## src/rtl/bk_pkg.sv

```systemverilog
package bk_pkg;
  typedef enum logic [0:0] {ST_IDLE = 1'b0, ST_SEARCH = 1'b1} bk_state_e;

  localparam logic [1:0] RSP_NONE  = 2'd0;
  localparam logic [1:0] RSP_GRANT = 2'd1;
  localparam logic [1:0] RSP_WAIT  = 2'd2;
  localparam logic [1:0] RSP_ERR   = 2'd3;
endpackage

```

## src/rtl/bk_store.sv

```systemverilog
// Holds free vector, held matrix and max matrix, with commit path.
module bk_store #(
  parameter int NPROC = 5,
  parameter int NRES  = 3,
  parameter int CW    = 4,
  parameter int PW    = 3,
  parameter int RW    = 2
) (
  input  logic                     clk_i,
  input  logic                     rst_i,
  input  logic                     wr_en_i,
  input  logic [1:0]               wr_sel_i,
  input  logic [PW-1:0]            wr_proc_i,
  input  logic [RW-1:0]            wr_res_i,
  input  logic [CW-1:0]            wr_data_i,
  input  logic                     cm_en_i,
  input  logic [PW-1:0]            cm_proc_i,
  input  logic [NRES*CW-1:0]       cm_vec_i,
  output logic [NRES*CW-1:0]       free_o,
  output logic [NPROC*NRES*CW-1:0] held_o,
  output logic [NPROC*NRES*CW-1:0] max_o
);
  logic [CW-1:0] free_q [NRES];
  logic [CW-1:0] held_q [NPROC][NRES];
  logic [CW-1:0] max_q  [NPROC][NRES];

  always_ff @(posedge clk_i) begin
    if (rst_i) begin
      for (int r = 0; r < NRES; r++) begin
        free_q[r] <= '0;
        for (int p = 0; p < NPROC; p++) begin
          held_q[p][r] <= '0;
          max_q[p][r]  <= '0;
        end
      end
    end else begin
      if (wr_en_i) begin
        for (int r = 0; r < NRES; r++) begin
          if (RW'(r) == wr_res_i) begin
            if (wr_sel_i == 2'd0) free_q[r] <= wr_data_i;
            for (int p = 0; p < NPROC; p++) begin
              if (PW'(p) == wr_proc_i) begin
                if (wr_sel_i == 2'd1) held_q[p][r] <= wr_data_i;
                if (wr_sel_i == 2'd2) max_q[p][r]  <= wr_data_i;
              end
            end
          end
        end
      end
      if (cm_en_i) begin
        for (int r = 0; r < NRES; r++) begin
          free_q[r] <= free_q[r] - cm_vec_i[r*CW +: CW];
          for (int p = 0; p < NPROC; p++) begin
            if (PW'(p) == cm_proc_i)
              held_q[p][r] <= held_q[p][r] + cm_vec_i[r*CW +: CW];
          end
        end
      end
    end
  end

  generate
    for (genvar r = 0; r < NRES; r++) begin : g_free
      assign free_o[r*CW +: CW] = free_q[r];
      for (genvar p = 0; p < NPROC; p++) begin : g_mat
        assign held_o[(p*NRES+r)*CW +: CW] = held_q[p][r];
        assign max_o[(p*NRES+r)*CW +: CW]  = max_q[p][r];
      end
    end
  endgenerate
endmodule

```

## src/rtl/bk_pick.sv

```systemverilog
// Lowest-index unfinished process whose demand fits the working vector.
module bk_pick #(
  parameter int NPROC = 5,
  parameter int NRES  = 3,
  parameter int CW    = 4,
  parameter int WW    = 7,
  parameter int PW    = 3
) (
  input  logic [NPROC*NRES*CW-1:0] need_i,
  input  logic [NRES*WW-1:0]       work_i,
  input  logic [NPROC-1:0]         fin_i,
  output logic                     found_o,
  output logic [PW-1:0]            idx_o
);
  logic [NPROC-1:0] elig;

  generate
    for (genvar p = 0; p < NPROC; p++) begin : g_elig
      logic fits;
      always_comb begin
        fits = 1'b1;
        for (int r = 0; r < NRES; r++) begin
          if ({{(WW-CW){1'b0}}, need_i[(p*NRES+r)*CW +: CW]} > work_i[r*WW +: WW])
            fits = 1'b0;
        end
      end
      assign elig[p] = fits & ~fin_i[p];
    end
  endgenerate

  always_comb begin
    idx_o = '0;
    for (int p = NPROC - 1; p >= 0; p--) begin
      if (elig[p]) idx_o = PW'(p);
    end
  end

  assign found_o = |elig;
endmodule

```

## src/rtl/bk_safety_top.sv

```systemverilog
module bk_safety_top
  import bk_pkg::*;
#(
  parameter int NPROC = 5,
  parameter int NRES  = 3,
  parameter int CW    = 4,
  parameter int PW    = (NPROC > 1) ? $clog2(NPROC) : 1,
  parameter int RW    = (NRES > 1) ? $clog2(NRES) : 1,
  parameter int SW    = $clog2(NPROC + 1)
) (
  input  logic                clk_i,
  input  logic                rst_i,
  input  logic                wr_en_i,
  input  logic [1:0]          wr_sel_i,
  input  logic [PW-1:0]       wr_proc_i,
  input  logic [RW-1:0]       wr_res_i,
  input  logic [CW-1:0]       wr_data_i,
  input  logic                start_i,
  input  logic                req_valid_i,
  input  logic [PW-1:0]       req_proc_i,
  input  logic [NRES*CW-1:0]  req_vec_i,
  output logic                busy_o,
  output logic                done_o,
  output logic                safe_o,
  output logic [1:0]          resp_o,
  output logic [NPROC*PW-1:0] order_o,
  output logic [SW-1:0]       order_len_o
);
  localparam int WW = CW + PW;

  bk_state_e                 state_q;
  logic                      tent_q;
  logic [PW-1:0]             tproc_q;
  logic [NRES*CW-1:0]        treq_q;
  logic [NRES*WW-1:0]        work_q, work_n, work_init;
  logic [NPROC-1:0]          fin_q, fin_n;
  logic [SW-1:0]             step_q;
  logic [NPROC*PW-1:0]       ord_q, ord_n;

  logic [NRES*CW-1:0]        free_w;
  logic [NPROC*NRES*CW-1:0]  held_w, max_w, need_v, held_v;
  logic                      found;
  logic [PW-1:0]             pick;
  logic                      over_need, over_free, idle, wr_ok, commit;

  assign idle  = (state_q == ST_IDLE);
  assign wr_ok = wr_en_i & idle & ~start_i & ~req_valid_i;
  assign commit = (state_q == ST_SEARCH) & ~found & tent_q & (&fin_q);

  bk_store #(.NPROC(NPROC), .NRES(NRES), .CW(CW), .PW(PW), .RW(RW)) u_store (
    .clk_i(clk_i), .rst_i(rst_i),
    .wr_en_i(wr_ok), .wr_sel_i(wr_sel_i), .wr_proc_i(wr_proc_i),
    .wr_res_i(wr_res_i), .wr_data_i(wr_data_i),
    .cm_en_i(commit), .cm_proc_i(tproc_q), .cm_vec_i(treq_q),
    .free_o(free_w), .held_o(held_w), .max_o(max_w)
  );

  // Tentative view: the requesting row sees held + req during a trial
  always_comb begin
    for (int p = 0; p < NPROC; p++) begin
      for (int r = 0; r < NRES; r++) begin
        held_v[(p*NRES+r)*CW +: CW] = held_w[(p*NRES+r)*CW +: CW] +
          ((tent_q && PW'(p) == tproc_q) ? treq_q[r*CW +: CW] : '0);
        need_v[(p*NRES+r)*CW +: CW] = max_w[(p*NRES+r)*CW +: CW] -
          held_v[(p*NRES+r)*CW +: CW];
      end
    end
  end

  bk_pick #(.NPROC(NPROC), .NRES(NRES), .CW(CW), .WW(WW), .PW(PW)) u_pick (
    .need_i(need_v), .work_i(work_q), .fin_i(fin_q),
    .found_o(found), .idx_o(pick)
  );

  // Immediate request screening
  always_comb begin
    over_need = ({1'b0, req_proc_i} >= (PW+1)'(NPROC));
    over_free = 1'b0;
    for (int r = 0; r < NRES; r++) begin
      if (req_vec_i[r*CW +: CW] > free_w[r*CW +: CW]) over_free = 1'b1;
      for (int p = 0; p < NPROC; p++) begin
        if (PW'(p) == req_proc_i &&
            req_vec_i[r*CW +: CW] > (max_w[(p*NRES+r)*CW +: CW] - held_w[(p*NRES+r)*CW +: CW]))
          over_need = 1'b1;
      end
    end
  end

  // Next working vector, finish set and order for one search step
  always_comb begin
    work_n = work_q;
    fin_n  = fin_q;
    ord_n  = ord_q;
    for (int p = 0; p < NPROC; p++) begin
      if (PW'(p) == pick) begin
        fin_n[p] = 1'b1;
        for (int r = 0; r < NRES; r++)
          work_n[r*WW +: WW] = work_q[r*WW +: WW] +
            {{(WW-CW){1'b0}}, held_v[(p*NRES+r)*CW +: CW]};
      end
    end
    for (int k = 0; k < NPROC; k++) begin
      if (SW'(k) == step_q) ord_n[k*PW +: PW] = pick;
    end
    for (int r = 0; r < NRES; r++)
      work_init[r*WW +: WW] = {{(WW-CW){1'b0}}, free_w[r*CW +: CW]} -
        (req_valid_i && !start_i ? {{(WW-CW){1'b0}}, req_vec_i[r*CW +: CW]} : '0);
  end

  always_ff @(posedge clk_i) begin
    if (rst_i) begin
      state_q     <= ST_IDLE;
      tent_q      <= 1'b0;
      tproc_q     <= '0;
      treq_q      <= '0;
      work_q      <= '0;
      fin_q       <= '0;
      step_q      <= '0;
      ord_q       <= '0;
      done_o      <= 1'b0;
      safe_o      <= 1'b0;
      resp_o      <= RSP_NONE;
      order_o     <= '0;
      order_len_o <= '0;
    end else begin
      done_o <= 1'b0;
      case (state_q)
        ST_IDLE: begin
          if (start_i || (req_valid_i && !over_need && !over_free)) begin
            state_q <= ST_SEARCH;                // start wins
            tent_q  <= ~start_i;
            tproc_q <= req_proc_i;
            treq_q  <= req_vec_i;
            work_q  <= work_init;
            fin_q   <= '0;
            step_q  <= '0;
            ord_q   <= '0;
          end else if (req_valid_i) begin
            done_o <= 1'b1;
            resp_o <= over_need ? RSP_ERR : RSP_WAIT;
          end
        end
        default: begin
          if (found) begin
            work_q <= work_n;
            fin_q  <= fin_n;
            ord_q  <= ord_n;
            step_q <= step_q + 1'b1;
          end else begin
            state_q     <= ST_IDLE;
            done_o      <= 1'b1;
            safe_o      <= &fin_q;
            order_o     <= ord_q;
            order_len_o <= step_q;
            resp_o      <= !tent_q ? RSP_NONE : ((&fin_q) ? RSP_GRANT : RSP_WAIT);
            tent_q      <= 1'b0;
          end
        end
      endcase
    end
  end

  assign busy_o = (state_q == ST_SEARCH);
endmodule

```

## config.mk

```make
export PLATFORM = sky130hd
export DESIGN_NAME = bk_safety_top
export DESIGN_NICKNAME = d
export VERILOG_FILES = /design/src/rtl/bk_pkg.sv /design/src/rtl/bk_store.sv /design/src/rtl/bk_pick.sv /design/src/rtl/bk_safety_top.sv
export SDC_FILE = /design/constraint.sdc
export NUM_CORES = 1
export LEC_CHECK = 0
export CAP_MARGIN = 20
export CORE_MARGIN = 5
export CORE_UTILIZATION = 40
export CTS_CLUSTER_DIAMETER = 40
export DETAILED_ROUTE_END_ITERATION = 16
export DONT_BUFFER_PORTS = 1
export PLACE_DENSITY = 0.57
export SYNTH_ARGS = -nofsm -noshare
export SYNTH_HDL_FRONTEND = slang
export SYNTH_SLANG_ARGS = --single-unit
```

## constraint.sdc

```tcl
create_clock -name clk_i -period 10.8 [get_ports clk_i]
set_input_delay 2.16 -clock clk_i [delete_from_list [all_inputs] [get_ports clk_i]]
set_output_delay 2.16 -clock clk_i [all_outputs]
set_load 0.1 [all_outputs]
```

== Word-level counts from Yosys, hierarchy flattened ==
Memories as Yosys holds them, arrays and structs flattened.
Index checks and enable logic that the tools add are counted.

* Memories: 3
* Register bits after elaboration: 83
* Output and inout bits: 23
* Word-level logic and storage cells: 624
* Bits in read-only memories: 0
* RAM bits: 132
* Bits in latches: 0

* Reduce and logical (&&, ||, !) cells: 54
* Divide/modulo/power cells: 0
* Equal/unequal tests: 38
* Add/sub/neg operators: 82
* Bitwise logic cells: 71
* Shift operators: 0
* $mul: 0
* Magnitude comparators: 34
* Multiplexer cells: 321

{| class="wikitable"
|+ Memory list
! name !! words !! bits a word !! read ports !! clocked after Yosys merged registers in !! write ports !! line !! RTL
|-
| u_store.held_q || 5 || 12 || 5 || 0 || 5 || bk_store.sv:24 || <nowiki>logic [CW-1:0] held_q [NPROC][NRES];</nowiki>
|-
| u_store.max_q || 5 || 12 || 5 || 0 || 5 || bk_store.sv:25 || <nowiki>logic [CW-1:0] max_q [NPROC][NRES];</nowiki>
|-
| u_store.free_q || 3 || 4 || 3 || 0 || 3 || bk_store.sv:23 || <nowiki>logic [CW-1:0] free_q [NRES];</nowiki>
|}

{| class="wikitable"
|+ Operator list
! cell !! count
|-
| $mux W4 || 69
|-
| $mux W1 || 219
|-
| $mux W21 || 8
|-
| $sub A4 B4 Y4 || 33
|-
| $add A4 B4 Y4 || 30
|-
| $add A7 B4 Y7 || 15
|-
| $gt A4 B7 Y1 || 15
|-
| $gt A4 B4 Y1 || 18
|-
| $or A1 B1 Y1 || 51
|-
| $mux W15 || 3
|-
| $mux W3 || 13
|-
| $reduce_and A3 Y1 || 12
|-
| $eq A2 B3 Y1 const A || 10
|-
| $logic_and A1 B1 Y1 || 23
|-
| $ne A2 B1 Y1 const B || 11
|-
| $eq A1 B3 Y1 const A || 5
|-
| $eq A3 B3 Y1 const A || 5
|-
| $logic_not A3 Y1 || 5
|-
| $mux W5 || 3
|-
| $sub A4 B4 Y5 || 3
|-
| $mux W2 || 6
|-
| $and A1 B1 Y1 || 11
|-
| $not A1 Y1 || 9
|-
| $reduce_and A2 Y1 || 4
|-
| 14 further kinds || 19
|}

== Logic depth before layout (Yosys ltp) ==
An unclocked memory read counts as a cell.

* Depth in word-level cells: 25
* Mapped depth: 32

== Cells and area by module ==
Synthesis repeated with hierarchy kept, for this count alone.

* Cells, all modules: 2,281
* Area, all modules: 20,741.1 um2

{| class="wikitable"
|+ By module, submodules not included
! module !! seq. area each (um2) !! area each (um2) !! instances !! cells each
|-
| bk_safety_top || 1,661.6 || 11,743.8 || 1 || 1,427
|-
| bk_store || 3,563.4 || 7,448.4 || 1 || 667
|-
| bk_pick || 0.0 || 1,549.0 || 1 || 187
|}

== Least setup slack after synthesis ==
No wires, ideal clock.

* Path kind: register to register
* From: register tproc_q[0]
* To: register work_q[20]
* Setup time: 81 ps
* Cell stages (with the launch flop): 32
* Data required time: 10,719 ps
* Arrival time: 6,327 ps
* Path slack: 4,392 ps
* Path through: dfxtp_1 or2_1 clkbuf_1 nor3_1 and2_1 ha_1 fa_1 inv_1 ha_1 a21o_1 a21oi_1 xnor2_1 xnor2_1 ha_1 a21oi_1 a21oi_2 or4_1 clkbuf_1 nand3_1 buf_2 nor2_1 a211o_1 a31oi_1 ha_1 inv_1 fa_1 nor2b_1 o21ai_0 nand2b_1 nand3_1 a2111o_1 a41oi_1

* Word-level cells in the longest chain between the ends: 22
* Elaborated cells on any way between the ends: 116

{| class="wikitable"
|+ RTL lines
! item !! line !! RTL
|-
| start, declared || bk_safety_top.sv:33 || <nowiki>logic [PW-1:0] tproc_q;</nowiki>
|-
| start signal, assigned || bk_safety_top.sv:132 || <nowiki>tproc_q <= req_proc_i;</nowiki>
|-
| $eq A3 B3 Y1 || bk_safety_top.sv:63 || <nowiki>((tent_q && PW'(p) == tproc_q) ? treq_q[r*CW +: CW] : '0);</nowiki>
|-
| $logic_and A1 B1 Y1 || bk_safety_top.sv:63 ||
|-
| $mux W4 || bk_safety_top.sv:63 ||
|-
| $add A4 B4 Y4 || bk_safety_top.sv:62 || <nowiki>held_v[(p*NRES+r)*CW +: CW] = held_w[(p*NRES+r)*CW +: CW] +</nowiki>
|-
| $sub A4 B4 Y4 || bk_safety_top.sv:64 || <nowiki>need_v[(p*NRES+r)*CW +: CW] = max_w[(p*NRES+r)*CW +: CW] -</nowiki>
|-
| $gt A4 B7 Y1 || bk_pick.sv:23 || <nowiki>if ({{(WW-CW){1'b0}}, need_i[(p*NRES+r)*CW +: CW]} > work_i[r*WW +: WW])</nowiki>
|-
| $mux W1 (3 in a row) || bk_pick.sv:23 ||
|-
| $and A1 B1 Y1 || bk_pick.sv:27 || <nowiki>assign elig[p] = fits & ~fin_i[p];</nowiki>
|-
| $mux W3 (5 in a row) || bk_pick.sv:34 || <nowiki>if (elig[p]) idx_o = PW'(p);</nowiki>
|-
| $eq A1 B3 Y1 || bk_safety_top.sv:95 || <nowiki>if (PW'(p) == pick) begin</nowiki>
|-
| $mux W21 (4 in a row) || bk_safety_top.sv:95 ||
|-
| $mux W21 || bk_safety_top.sv:144 || <nowiki>if (found) begin</nowiki>
|-
| $mux W21 || bk_safety_top.sv:127 || <nowiki>case (state_q)</nowiki>
|-
| end signal, assigned || bk_safety_top.sv:134 || <nowiki>work_q <= work_init;</nowiki>
|-
| end signal, assigned || bk_safety_top.sv:145 || <nowiki>work_q <= work_n;</nowiki>
|-
| end, declared || bk_safety_top.sv:35 || <nowiki>logic [NRES*WW-1:0] work_q, work_n, work_init;</nowiki>
|}

Several ways; a longest one is shown, not always the timed one. The select of a mux whose other input is x is not followed.
A chain may end at the register's enable or synchronous reset.

== Final worst setup path ==
* From: register tproc_q[2]
* To: register work_q[20]

Same word-level chain as after synthesis.

==> run summary <==
Count of final setup violators - 0
Synth Instances - 2227
Top cell type's share of synthesized area - 0.216
Logic pwr share - 0.455
Hold_buf cts - 0
Yosys top cell by area - ha_1
RSZ-0062 raised after global routing - no
Clock sink count - 215
Final Cycle Share - 0.733
Drt wl/cell - 23.6 µm
Io pins - 54
All-Layer GR Usage - 0.245
CP max FO - 15
Synthesized area - 20300 µm²
Mapped Nets - 2677
Outcome - complete, no violations
Post-CTS sizing - 0
Max Slew Vio Count - 0
Sum Neg Setup Slack - 0 ns
Switch Pwr - 2110 µW
Most instantiated library cell after synthesis - ha_1
Global-route wire length before repair - 104000 µm
Die Width - 235 µm
Clock network power share - 0.334
# DRC - 0
PD cells - 220 nW/µm²
# Post-CTS Setup Buffers - 0
Clock tree buffer depth - 3
Slew HR - 0.210
Drt via density - 5.70
R2r endpoint - work_q[20]
Netlist cell types - 74
RD Place Congestion - 0.950
Critical Path Slowest Stage Cell - nor4bb_2
Layout Nets - 2690
Hold EP - ord_q[1]
#FFs+latches synth - 215
Largest cells by area after synthesis - ha_1 22%, edfxtp_1 14%, dfxtp_1 12%
Clock-pin slew on the worst setup and hold paths - 0.05 ns
Synth async-reset ratio - 0
Post-synth EDFFs - 92
Area Growth Syn to Fin - 13.1%
R2r setup slk - 2.88 ns
H-tree levels - 2
Full die area - 55400 µm²
Hold Path Depth - 2
Crit Path Class - reg -> reg
Core Region - 50200 µm²
Register area share after synthesis - 0.257
Main flop type after synthesis - dfxtp_1
GR Overflow Total - 0
Min cycle time layout - 7.92 ns
Worst-Margin Slew - 1.17 ns
Switching part of the total - 0.418
VDD IR-drop max - 0.132 mV
CTS buffer count - 53
Total wire length - 69700 µm
Vias in the first global route - 16915
Worst min-delay path class - reg -> reg
Synth Area per Inst - 9.12 µm²
Crit path arrival time - 8.41 ns
Die height - 235 µm
Share of cells above drive strength 1 - 0.0657
F_max - 126 MHz
HP Start - ord_q[1]
Critical path's most frequent cell - ha_1
Setup Skew - 0.0321 ns
Final Hold Fails - 0
PortBufs - 0
Antenna violations before repair - 1
Leak - 0.0104 µW
Effective utilization at floorplan - 0.405
Seq pwr share - 0.211
Post-DRT Antenna Nets - 0
Largest net degree at the start of global routing - 112
1st-pass router iterations - 7
CTS tree - yes
Initial drt markers - 1220
Dpl hpwl - 53900 µm
Startpoint class of the critical path - register
Syn. warnings - 0
Total number of vias - 16836
FF-to-FF path depth - 28
Std cell rows - 82
Element type at the critical path end - register
Root Driver - clkbuf_16
Crit-path max cell delay - 0.88 ns
Critical path data required time - 11.29 ns
WHS - 0.459 ns
Int Power - 2930 µW
Worst skew pair latency - 0.60 ns
Reg-to-reg startpoint - tproc_q[2]
Filler instances - 4774
Total of max-cap violations - 0
Synth cell count leaders - 350 x ha_1, 245 x inv_1, 183 x nand2_1
==> how the worst max path moves through the flow <==
stage | cells past startpoint | from | end
detailed placement | 28 | tproc_q[2] | work_q[20]
global route | 28 | tproc_q[2] | work_q[20]
floorplan | 31 | tproc_q[0] | work_q[20]
finish | 28 | tproc_q[2] | work_q[20]
CTS | 28 | tproc_q[2] | work_q[20]
global placement | 28 | tproc_q[2] | work_q[20]
==> cell type report <==
| class | count | area, µm² | area share |
|---|---|---|---|
| inverters | 247 | 927 | 0.0404 |
| well taps | 672 | 841 | 0.0366 |
| repair buffers | 26 | 199 | 0.00867 |
| diodes | 1 | 2.50 | 0.000109 |
| clock buffers | 73 | 1500 | 0.0655 |
| multi-input cells | 1697 | 13900 | 0.605 |
| flip-flops and latches | 215 | 5230 | 0.228 |
| clock inverters | 25 | 360 | 0.0157 |
==> sequential cells by signal (all words and copies together) (netlist names), 2 cells and up <==
register and flops:
u_store.held_q 60, order_o 15, ord_q 15, order_len_o 3
resp_o 2, work_q 21, step_q 3, u_store.max_q 60
tproc_q 3, treq_q 12, u_store.free_q 12, fin_q 5
==> layout by cell type, fill, tap and decap left out, types with 53 or more instances in the layout <==
master	instances
clkbuf_16	54
nand2_1	183
xor2_1	59
xnor2_1	141
edfxtp_1	92
o21ai_0	110
a21o_1	92
dfxtp_1	122
nor2b_1	53
a21oi_1	169
inv_1	245
ha_1	350
mux2i_1	56
nor2_1	97
fa_1	69
==> power groups by stage <==
stage                     clock network [µW]  logic, µW  registers, µW
after floorplan                            0       1640           1050
after global placement                     0       2200           1070
after detailed placement                   0       2260           1080
after CTS                               1700       2270           1060
after global routing                    1740       2520           1070
final                                   1680       2300           1060
==> through the flow <==
step / setup WS [ns] / cells / total power (µW) / utilization / cell area, µm²
CTS: 3.01 / 2955 / 5040 / 0.458 / 23000
global placement: 3.19 / 2855 / 3270 / 0.420 / 21100
global route: 2.33 / 2955 / 5330 / 0.458 / 23000
detailed placement: 3.05 / 2857 / 3340 / 0.420 / 21100
floorplan: 4.39 / 2227 / 2690 / - / 20300
finish: 2.88 / 2956 / 5050 / 0.458 / 23000
==> per-layer routing <==
metal	vias up	routed length, µm	track usage
met5	-	0	0
met4	0	3560	0.116
met3	172	4870	0.0409
met2	617	32300	0.407
met1	8183	29000	0.313
li1	7864	-	-
==> logic make-up after synthesis <==
kind of cell | Yosys count | share of synthesized area
adders and majority gates | 419 | 0.284
and+or+nand+nor | 511 | 0.125
xor gates and xnor gates | 200 | 0.0863
muxes | 63 | 0.0315
AOI/OAI and AO/OA | 504 | 0.157
DFF | 215 | 0.257
buffers and inverters | 315 | 0.0595
==> worst max-delay path: cells and delay by family, from the launching register on <==
family          cells  cell delay (ns)
compound gates      9             1.85
flops               1             0.49
mux                 1             0.20
buf+inv             3             0.55
fa+ha+maj           6             1.80
simple gates        7             2.61
xor+xnor            2             0.33
Note: power is estimated with default switching activity, not from simulation.
